===== src/rtl/fsr_pkg.sv =====
package fsr_pkg;

  // Status byte, field order fixed by bit position (bit 7 first).
  typedef struct packed {
    logic busy;       // 7
    logic esusp;      // 6
    logic efail;      // 5
    logic pfail;      // 4
    logic abort;      // 3
    logic psusp;      // 2
    logic lock;       // 1
    logic cont;       // 0
  } fsr_word_t;

  localparam int unsigned NUM_RES = 5;
  localparam int unsigned NUM_LIVE = 3;

  // Index into the result vector
  localparam int unsigned RI_EFAIL = 4;
  localparam int unsigned RI_PFAIL = 3;
  localparam int unsigned RI_ABORT = 2;
  localparam int unsigned RI_LOCK  = 1;
  localparam int unsigned RI_CONT  = 0;

  // Which result flags each clear command touches
  localparam logic [NUM_RES-1:0] CLR_ALL_MASK  = 5'b11111;
  localparam logic [NUM_RES-1:0] CLR_SOFT_MASK = 5'b11011;

endpackage


===== src/rtl/fsr_bits.sv =====
module fsr_bits
  import fsr_pkg::*;
(
  input  logic                clk,
  input  logic                rst,
  input  logic                clr_all,
  input  logic                clr_soft,
  input  logic [NUM_RES-1:0]  res_set,
  input  logic [NUM_LIVE-1:0] state_in,
  output fsr_word_t           cur
);

  logic [NUM_RES-1:0]  res_q;
  logic [NUM_LIVE-1:0] live_q;
  logic [NUM_RES-1:0]  clr_mask;

  // Soft reset is gated by the abort flag as currently held
  always_comb begin
    clr_mask = '0;
    if (clr_all)
      clr_mask = CLR_ALL_MASK;
    else if (clr_soft && !res_q[RI_ABORT])
      clr_mask = CLR_SOFT_MASK;
  end

  // One sticky cell per result flag; set has priority over clear
  for (genvar i = 0; i < NUM_RES; i++) begin : g_res
    always_ff @(posedge clk) begin
      if (rst)
        res_q[i] <= 1'b0;
      else if (res_set[i])
        res_q[i] <= 1'b1;
      else if (clr_mask[i])
        res_q[i] <= 1'b0;
    end
  end

  always_ff @(posedge clk) begin
    if (rst) live_q <= '0;
    else     live_q <= state_in;
  end

  always_comb begin
    cur.busy  = live_q[2];
    cur.esusp = live_q[1];
    cur.psusp = live_q[0];
    cur.efail = res_q[RI_EFAIL];
    cur.pfail = res_q[RI_PFAIL];
    cur.abort = res_q[RI_ABORT];
    cur.lock  = res_q[RI_LOCK];
    cur.cont  = res_q[RI_CONT];
  end

endmodule


===== src/rtl/fsr_ovl.sv =====
module fsr_ovl
  import fsr_pkg::*;
(
  input  logic      clk,
  input  logic      rst,
  input  logic      rd_cmd,
  input  logic      ce_n,
  input  logic      oe_n,
  input  fsr_word_t cur,
  output logic      mode,
  output fsr_word_t snap
);

  logic read_seen_q;
  logic rd_active;
  logic leave;

  assign rd_active = !ce_n && !oe_n;
  // A strobe high after a completed low phase marks the rising edge
  assign leave = mode && read_seen_q && (ce_n || oe_n);

  always_ff @(posedge clk) begin
    if (rst) begin
      mode        <= 1'b0;
      read_seen_q <= 1'b0;
      snap        <= '0;
    end else if (mode) begin
      if (leave) begin
        mode        <= 1'b0;
        read_seen_q <= 1'b0;
      end else if (rd_active) begin
        read_seen_q <= 1'b1;
      end
    end else if (rd_cmd) begin
      mode        <= 1'b1;
      read_seen_q <= 1'b0;
      snap        <= cur;
    end
  end

endmodule


===== src/rtl/fsr_rdmux.sv =====
module fsr_rdmux
  import fsr_pkg::*;
#(
  parameter int unsigned DATA_W = 16
) (
  input  logic              clk,
  input  logic              rst,
  input  logic              mode,
  input  fsr_word_t         snap,
  input  logic              ce_n,
  input  logic              oe_n,
  input  logic              byte_mode,
  input  logic              addr_lsb,
  input  logic [DATA_W-1:0] array_data,
  output logic [DATA_W-1:0] rd_data
);

  localparam int unsigned HALF_W = DATA_W / 2;
  localparam int unsigned PAD_W  = DATA_W - $bits(fsr_word_t);

  logic [DATA_W-1:0] snap_ext;
  logic [HALF_W-1:0] half_sel;
  logic [DATA_W-1:0] ovl_val;
  logic [DATA_W-1:0] next_val;

  assign snap_ext = {{PAD_W{1'b0}}, snap};
  assign half_sel = addr_lsb ? snap_ext[DATA_W-1:HALF_W] : snap_ext[HALF_W-1:0];
  assign ovl_val  = byte_mode ? {{HALF_W{1'b0}}, half_sel} : snap_ext;

  always_comb begin
    next_val = '0;
    if (!ce_n && !oe_n)
      next_val = mode ? ovl_val : array_data;
  end

  always_ff @(posedge clk) begin
    if (rst) rd_data <= '0;
    else     rd_data <= next_val;
  end

endmodule


===== src/rtl/flash_status_overlay.sv =====
module flash_status_overlay
  import fsr_pkg::*;
#(
  parameter int unsigned       DATA_W      = 16,
  parameter int unsigned       CMD_W       = 8,
  parameter logic [CMD_W-1:0]  SR_READ     = 8'h70,
  parameter logic [CMD_W-1:0]  CLR_SR      = 8'h71,
  parameter logic [CMD_W-1:0]  SOFT_RST    = 8'hF0
) (
  input  logic              clk,
  input  logic              rst,
  input  logic              cmd_we,
  input  logic [CMD_W-1:0]  cmd_code,
  input  logic              ce_n,
  input  logic              oe_n,
  input  logic              byte_mode,
  input  logic              addr_lsb,
  input  logic [DATA_W-1:0] array_data,
  input  logic [4:0]        res_set,
  input  logic [2:0]        state_in,
  output logic [DATA_W-1:0] rd_data,
  output logic              sr_mode
);

  fsr_word_t cur;
  fsr_word_t snap;
  logic      cmd_live;
  logic      do_read, do_clr, do_soft;

  // Commands only take effect outside the overlay
  assign cmd_live = cmd_we && !sr_mode;
  assign do_read  = cmd_live && (cmd_code == SR_READ);
  assign do_clr   = cmd_live && (cmd_code == CLR_SR);
  assign do_soft  = cmd_live && (cmd_code == SOFT_RST);

  fsr_bits u_bits (
    .clk      (clk),
    .rst      (rst),
    .clr_all  (do_clr),
    .clr_soft (do_soft),
    .res_set  (res_set),
    .state_in (state_in),
    .cur      (cur)
  );

  fsr_ovl u_ovl (
    .clk    (clk),
    .rst    (rst),
    .rd_cmd (do_read),
    .ce_n   (ce_n),
    .oe_n   (oe_n),
    .cur    (cur),
    .mode   (sr_mode),
    .snap   (snap)
  );

  fsr_rdmux #(.DATA_W(DATA_W)) u_rd (
    .clk        (clk),
    .rst        (rst),
    .mode       (sr_mode),
    .snap       (snap),
    .ce_n       (ce_n),
    .oe_n       (oe_n),
    .byte_mode  (byte_mode),
    .addr_lsb   (addr_lsb),
    .array_data (array_data),
    .rd_data    (rd_data)
  );

endmodule


===== config.mk =====
export PLATFORM = sky130hd
export DESIGN_NAME = flash_status_overlay
export DESIGN_NICKNAME = d
export VERILOG_FILES = /design/src/rtl/fsr_pkg.sv /design/src/rtl/fsr_bits.sv /design/src/rtl/fsr_ovl.sv /design/src/rtl/fsr_rdmux.sv /design/src/rtl/flash_status_overlay.sv
export SDC_FILE = /design/constraint.sdc
export NUM_CORES = 1
export LEC_CHECK = 0
export BUFFER_PORTS_ARGS = -buffer_cell sky130_fd_sc_hd__buf_2
export CAP_MARGIN = 25
export CELL_PAD_IN_SITES_DETAIL_PLACEMENT = 1
export CELL_PAD_IN_SITES_GLOBAL_PLACEMENT = 1
export CORE_ASPECT_RATIO = 1.1
export CORE_UTILIZATION = 35
export CTS_CLUSTER_DIAMETER = 80
export DETAILED_ROUTE_END_ITERATION = 8
export HOLD_SLACK_MARGIN = 0.08
export PLACE_DENSITY = 0.83
export SLEW_MARGIN = 20
export SYNTH_ARGS = -nofsm -noshare
export SYNTH_HDL_FRONTEND = slang
export SYNTH_HIERARCHICAL = 1
export SYNTH_SLANG_ARGS = --single-unit

===== constraint.sdc =====
create_clock -name clk -period 1.9 [get_ports clk]
set_input_delay 0.38 -clock clk [delete_from_list [all_inputs] [get_ports clk]]
set_output_delay 0.38 -clock clk [all_outputs]
set_load 0.03 [all_outputs]

== Yosys cells after proc, flatten, opt, wreduce, memory -nomap -nowiden ==
Cells that the tools add are included.

* Bits in registers: 34
* Latch bits: 0
* Bits in writable memories: 0
* Bits in read-only memories: 0
* Input bits: 39
* Output and inout bits: 17
* Word-level logic and storage cells: 67
* Memories kept: 0

* Add/subtract/negate cells: 0
* Multipliers: 0
* Divide/modulo/power cells: 0
* Order comparisons: 0
* Equality and inequality tests: 4
* Shift operators: 0
* Muxes and demuxes: 22
* Bitwise operators: 2
* Reductions and logical operators: 22

{| class="wikitable"
|+ Operators by type and width
! cell !! number
|-
| 2-to-1 mux 1 bit || 17
|-
| equality test 8 x 7 -> 1 bit (second input constant) || 2
|-
| 2-to-1 mux 16 bit || 1
|-
| 2-to-1 mux 8 bit || 2
|-
| nonzero test 2 bit || 6
|-
| 2-to-1 mux 5 bit || 2
|-
| equality test 8 bit (second input constant) || 1
|-
| logical AND 1 bit || 8
|-
| zero test 1 bit || 4
|-
| AND reduction 2 bit || 2
|-
| != test 3 bit (second input constant) || 1
|-
| NOT 1 bit || 2
|-
| OR reduction 2 bit || 1
|-
| logical OR 1 bit || 1
|}

== Depth between registers and ports, before layout ==
* Word-level depth: 8
* Depth in mapped cells: 5
* Depth with buffers taken out: 4

== Modules after synthesis ==
Netlist, hierarchy kept.

{| class="wikitable"
|+ Modules (own cells, without submodules)
! module !! instances !! cells an instance !! area an instance (um^2) !! seq. area each (um^2)
|-
| fsr_rdmux || 1 || 52 || 544.3 || 320.3
|-
| fsr_ovl || 1 || 44 || 457.9 || 200.2
|-
| fsr_bits || 1 || 28 || 299.0 || 160.2
|-
| flash_status_overlay || 1 || 9 || 85.1 || 0.0
|}

== Least setup slack after synthesis ==
Ideal clock, no wire load.

* Path kind: register -> register
* Start: register u_ovl.mode
* End: register, netlist name u_ovl/snap[0]
* Library setup time: 0.132 ns
* Data arrival time: 1.662 ns
* Required time: 1.768 ns
* Path slack: 0.106 ns
* Stages on the path, launching flop included: 6
* Buffers on the path: 1
* Period minus slack after synthesis: 1.794 ns
* Path through: dfxtp_1 -> nand4b_1 -> nor3_2 -> buf_6 -> nor2b_1 -> o21ai_0

* Longest elaborated chain between the ends: 4
* Elaborated cells between the ends (all ways): 5
* Classes of those cells: bitwise (1); reduce/logical (4)

{| class="wikitable"
|+ RTL lines
! what !! line !! text
|-
| from (decl) || fsr_ovl.sv:10 || <nowiki>output logic mode,</nowiki>
|-
| from (signal assigned) || fsr_ovl.sv:24 || <nowiki>mode <= 1'b0;</nowiki>
|-
| from (signal assigned) || fsr_ovl.sv:29 || <nowiki>mode <= 1'b0;</nowiki>
|-
| from (signal assigned) || fsr_ovl.sv:35 || <nowiki>mode <= 1'b1;</nowiki>
|-
| zero test 1 bit || flash_status_overlay.sv:31 || <nowiki>assign cmd_live = cmd_we && !sr_mode;</nowiki>
|-
| logical AND 1 bit || flash_status_overlay.sv:31 ||
|-
| logical AND 1 bit || flash_status_overlay.sv:32 || <nowiki>assign do_read = cmd_live && (cmd_code == SR_READ);</nowiki>
|-
| net do_read || flash_status_overlay.sv:28 || <nowiki>logic do_read, do_clr, do_soft;</nowiki>
|-
| AND reduction 2 bit (no source line) || n/a ||
|}

The timed path passes the listed nets, and every way through them passes these cells.
A chain may end at the register's enable or synchronous reset.

== Worst setup path in the final report ==
* Start: register u_ovl.mode
* End: register, netlist name u_ovl/snap[1]

* Longest elaborated chain between the ends: 4
* Elaborated cells between the ends (all ways): 5
* Classes of those cells: bitwise (1); reduce/logical (4)

{| class="wikitable"
|+ RTL lines
! what !! line
|-
| zero test 1 bit || flash_status_overlay.sv:31
|-
| logical AND 1 bit || flash_status_overlay.sv:31
|-
| logical AND 1 bit || flash_status_overlay.sv:32
|-
| net do_read || flash_status_overlay.sv:28
|-
| AND reduction 2 bit (no source line) || n/a
|}

The timed path passes the listed nets, and every way through them passes these cells.

==> metrics.csv <==
stage,metric,value,unit
cts,cts_buffers,5,
timing,holdWs,0.2979,ns
cts,cts_num_sinks,34,
logic_synthesis,yosys_register_bits,34,
logic_synthesis,yosysSeqAreaShare,49.10,%
timing,tightest_slew,0.3845,ns
power,leakage,0.8192,nW
cts,cts_tree,yes,
place,dp_hpwl,2.538,mm
routing,drtIter0Drc,24,
critical_path,crit_path_start,u_ovl/mode,
cts,cts_setup_buffers,0,
finish,finalInstanceArea,1800,µm²
critical_path,r2r_cells,4,
timing,grt_setup_unrepaired,no,
routing,routed_via_density,4.759,
routing,first_pass_iters,4,
critical_path,endpoint,u_ovl/snap[1],
die,fp-row-count,23,
logic_synthesis,syn_area,1386,µm²
timing,finalCriticalPeriod,1.605,ns
cts,h-tree-depth,2,
global_routing,grt_max_degree,25,
finish,drive_gt1_share,41.03,%
place,place_area,1705,µm²
critical_path,worstSetupStartpointType,flop,
job,drv_cap,0,
critical_path,end_kind,flop,
power,intPower,1.091,mW
cts,hold_buffers,0,
critical_path,r2r-start,u_ovl/mode,
critical_path,cp.required,2.11,ns
finish,stdcell_count,245,
timing,setup_violations,0,
finish,final_common_cell,buf_2,
critical_path,crit_chain,"nand4b_1, nor3_2, or4bb_1, o21ai_0",
power,p_comb_share,9.2,%
timing,fin_crit_sh,84.47,%
timing,hold_viol,0,
critical_path,cp_slowest_cell,or4bb_1,
routing,vias,1166,
finish,fill_cells,437,
critical_path,cp_max_fo,5,
routing,drt_wl_total,3.377,mm
critical_path,reg2reg_to,u_ovl/snap[1],
global_routing,gr-usage-met2,30.98,%
logic_synthesis,syn_inst,133,
power,power_density,793.8,nW/µm²
cts,cts_root_buffer,clkbuf_8,
global_routing,busiest_layer,met2,
place,pre_cts_slack,0.04150,ns
cts,clkLatencyLatePin,0.29,ns
die,coreArea,3712,µm²
die,die_x,62.01,µm
timing,fin_skew,0.009971,ns
die,die_area,4217,µm²
timing,max_freq,623.1,MHz
critical_path,rrSetupSlack,0.30,ns
routing,ant_nets,0,
status,status,finished clean,
global_routing,antenna_found_initial,0,
power,pwr-share-seq,52.1,%
logic_synthesis,ys_types,28,
logic_synthesis,syn_nets,172,
die,boundaryPins,56,
cts,clk_pin_slew,0.07,ns
finish,fin_nets,233,
die,die_y,68.01,µm
logic_synthesis,ys_warn_count,6,
logic_synthesis,syn_area_per_cell,10.42,µm²
die,initial_utilization,37.34,%
global_routing,grt_pass1_wl,5.230,mm
place,gp_congestion,0.7158,
global_routing,grt_util_all_layers,17.71,%
power,pwr-share-clk,38.7,%
routing,drc_errors,0,
power,vdd_ir_drop_max,0.4074,mV
timing,worst_slack,0.2951,ns
timing,drv_slew,0,
global_routing,globalRouteMet1Util,16.80,%
place,io_buffers,55,
global_routing,grt_pass1_vias,1178,
critical_path,path_class,flop to flop,
finish,final_util,48.50,%
cts,clock_path_buffers,2,
power,p_total,1.429,mW
timing,fin_tns_setup,0,ns
timing,max_slew_margin,74.21,%
worst_hold_path,min_path_type,input port to flop,
global_routing,grtUsageMet3,6.805,%
power,p_switching,0.3384,mW
power,swShare,23.68,%
routing,wl_per_cell,13.78,µm
cts,cts_resized,0,
finish,syn2layout_area_growth,29.87,%
place,placed_cells,237,
finish,num_antenna_cells,0,
critical_path,critical_path_arrival,1.82,ns
global_routing,grt_overflow,0,
critical_path,max_stage_delay,0.43,ns
finish,mostFrequentLayoutCells,"buf_2 (55), dfxtp_1 (34), nand2b_1 (12)",
## sequential cells by signal (all words and copies together), names as in the netlist
signal	cells
u_bits/cur	5
u_bits/live_q	3
u_ovl/mode	1
u_ovl/read_seen_q	1
u_ovl/snap	8
u_rd/rd_data	16
## worst min-delay path by stage
stage / start / to / slack (ns) / cells after the start
finish: array_data[11] / u_rd/rd_data[11] / 0.30 / 2
global route: array_data[10] / u_rd/rd_data[10] / 0.29 / 2
CTS: array_data[11] / u_rd/rd_data[11] / 0.30 / 2
detailed placement: u_ovl/snap[2] / u_ovl/snap[2] / 0.47 / 2
global placement: u_ovl/snap[2] / u_ovl/snap[2] / 0.47 / 2
floorplan: u_ovl/snap[0] / u_ovl/snap[0] / 0.45 / 2
## synthesized netlist by cell type
| master | n | share of area (%) |
|---|---|---|
| dfxtp_1 | 34 | 49 |
| nand2b_1 | 12 | 5.4 |
| a21oi_1 | 9 | 3.2 |
| nor2_1 | 9 | 2.4 |
| and2_1 | 8 | 3.6 |
| o21ai_0 | 8 | 2.9 |
| and2b_1 | 7 | 3.8 |
| inv_1 | 7 | 1.9 |
| nand4bb_1 | 6 | 4.9 |
| buf_6 | 4 | 3.2 |
| o32ai_1 | 4 | 2.5 |
| and2b_2 | 3 | 1.9 |
| nor2b_1 | 3 | 1.4 |
| nand2b_2 | 2 | 1.3 |
| nor3_2 | 2 | 1.4 |
| or3b_1 | 2 | 1.3 |
| or4bb_1 | 2 | 1.6 |
| a21boi_2 | 1 | 0.81 |
| a21oi_2 | 1 | 0.63 |
| clkbuf_1 | 1 | 0.27 |
| nand4b_1 | 1 | 0.63 |
| nor2_4 | 1 | 0.81 |
| nor3_1 | 1 | 0.36 |
| nor4_4 | 1 | 1.5 |
| o211a_1 | 1 | 0.72 |
| or3_4 | 1 | 0.81 |
| or4_4 | 1 | 0.81 |
| or4b_1 | 1 | 0.72 |
## metal layers
layer / share of wire [%] / up-vias
li1: - / 573
met1: 37 / 533
met2: 51 / 49
met3: 7.3 / 11
met4: 4.4 / 0
met5: 0 / -
## worst max-delay path: cells and delay by family (launching register included)
family           cells  cell delay (ns)
AO/OA/AOI/OAI        1             0.09
flip-flops           1             0.33
AND/OR/NAND/NOR      3             1.10
## cell type report
class	count	area [µm²]	area share, %
Sequential cell	34	680.7	37.80
Multi-Input combinational cell	87	630.6	35.02
Timing Repair Buffer	59	305.3	16.96
Clock buffer	6	82.58	4.587
Tap cell	50	62.56	3.475
Inverter	7	26.28	1.459
Clock inverter	2	12.51	0.6949
## power by group through the flow
stage                     clock (mW)  combinational, mW  sequential (mW)
after floorplan                    0             0.0548            0.777
after global placement             0              0.125            0.759
after detailed placement           0              0.132            0.761
after CTS                      0.573              0.133            0.745
after global routing           0.608              0.144            0.747
final                          0.553              0.131            0.745
## cells by family after synthesis
| group | count (synthesis) | synth area share [%] |
|---|---|---|
| buffers and inverters | 12 | 5.415 |
| and+or+nand+nor | 63 | 34.66 |
| DFF | 34 | 49.10 |
| AOI/OAI and AO/OA | 24 | 10.83 |
Power figures use the tool's default switching activity.
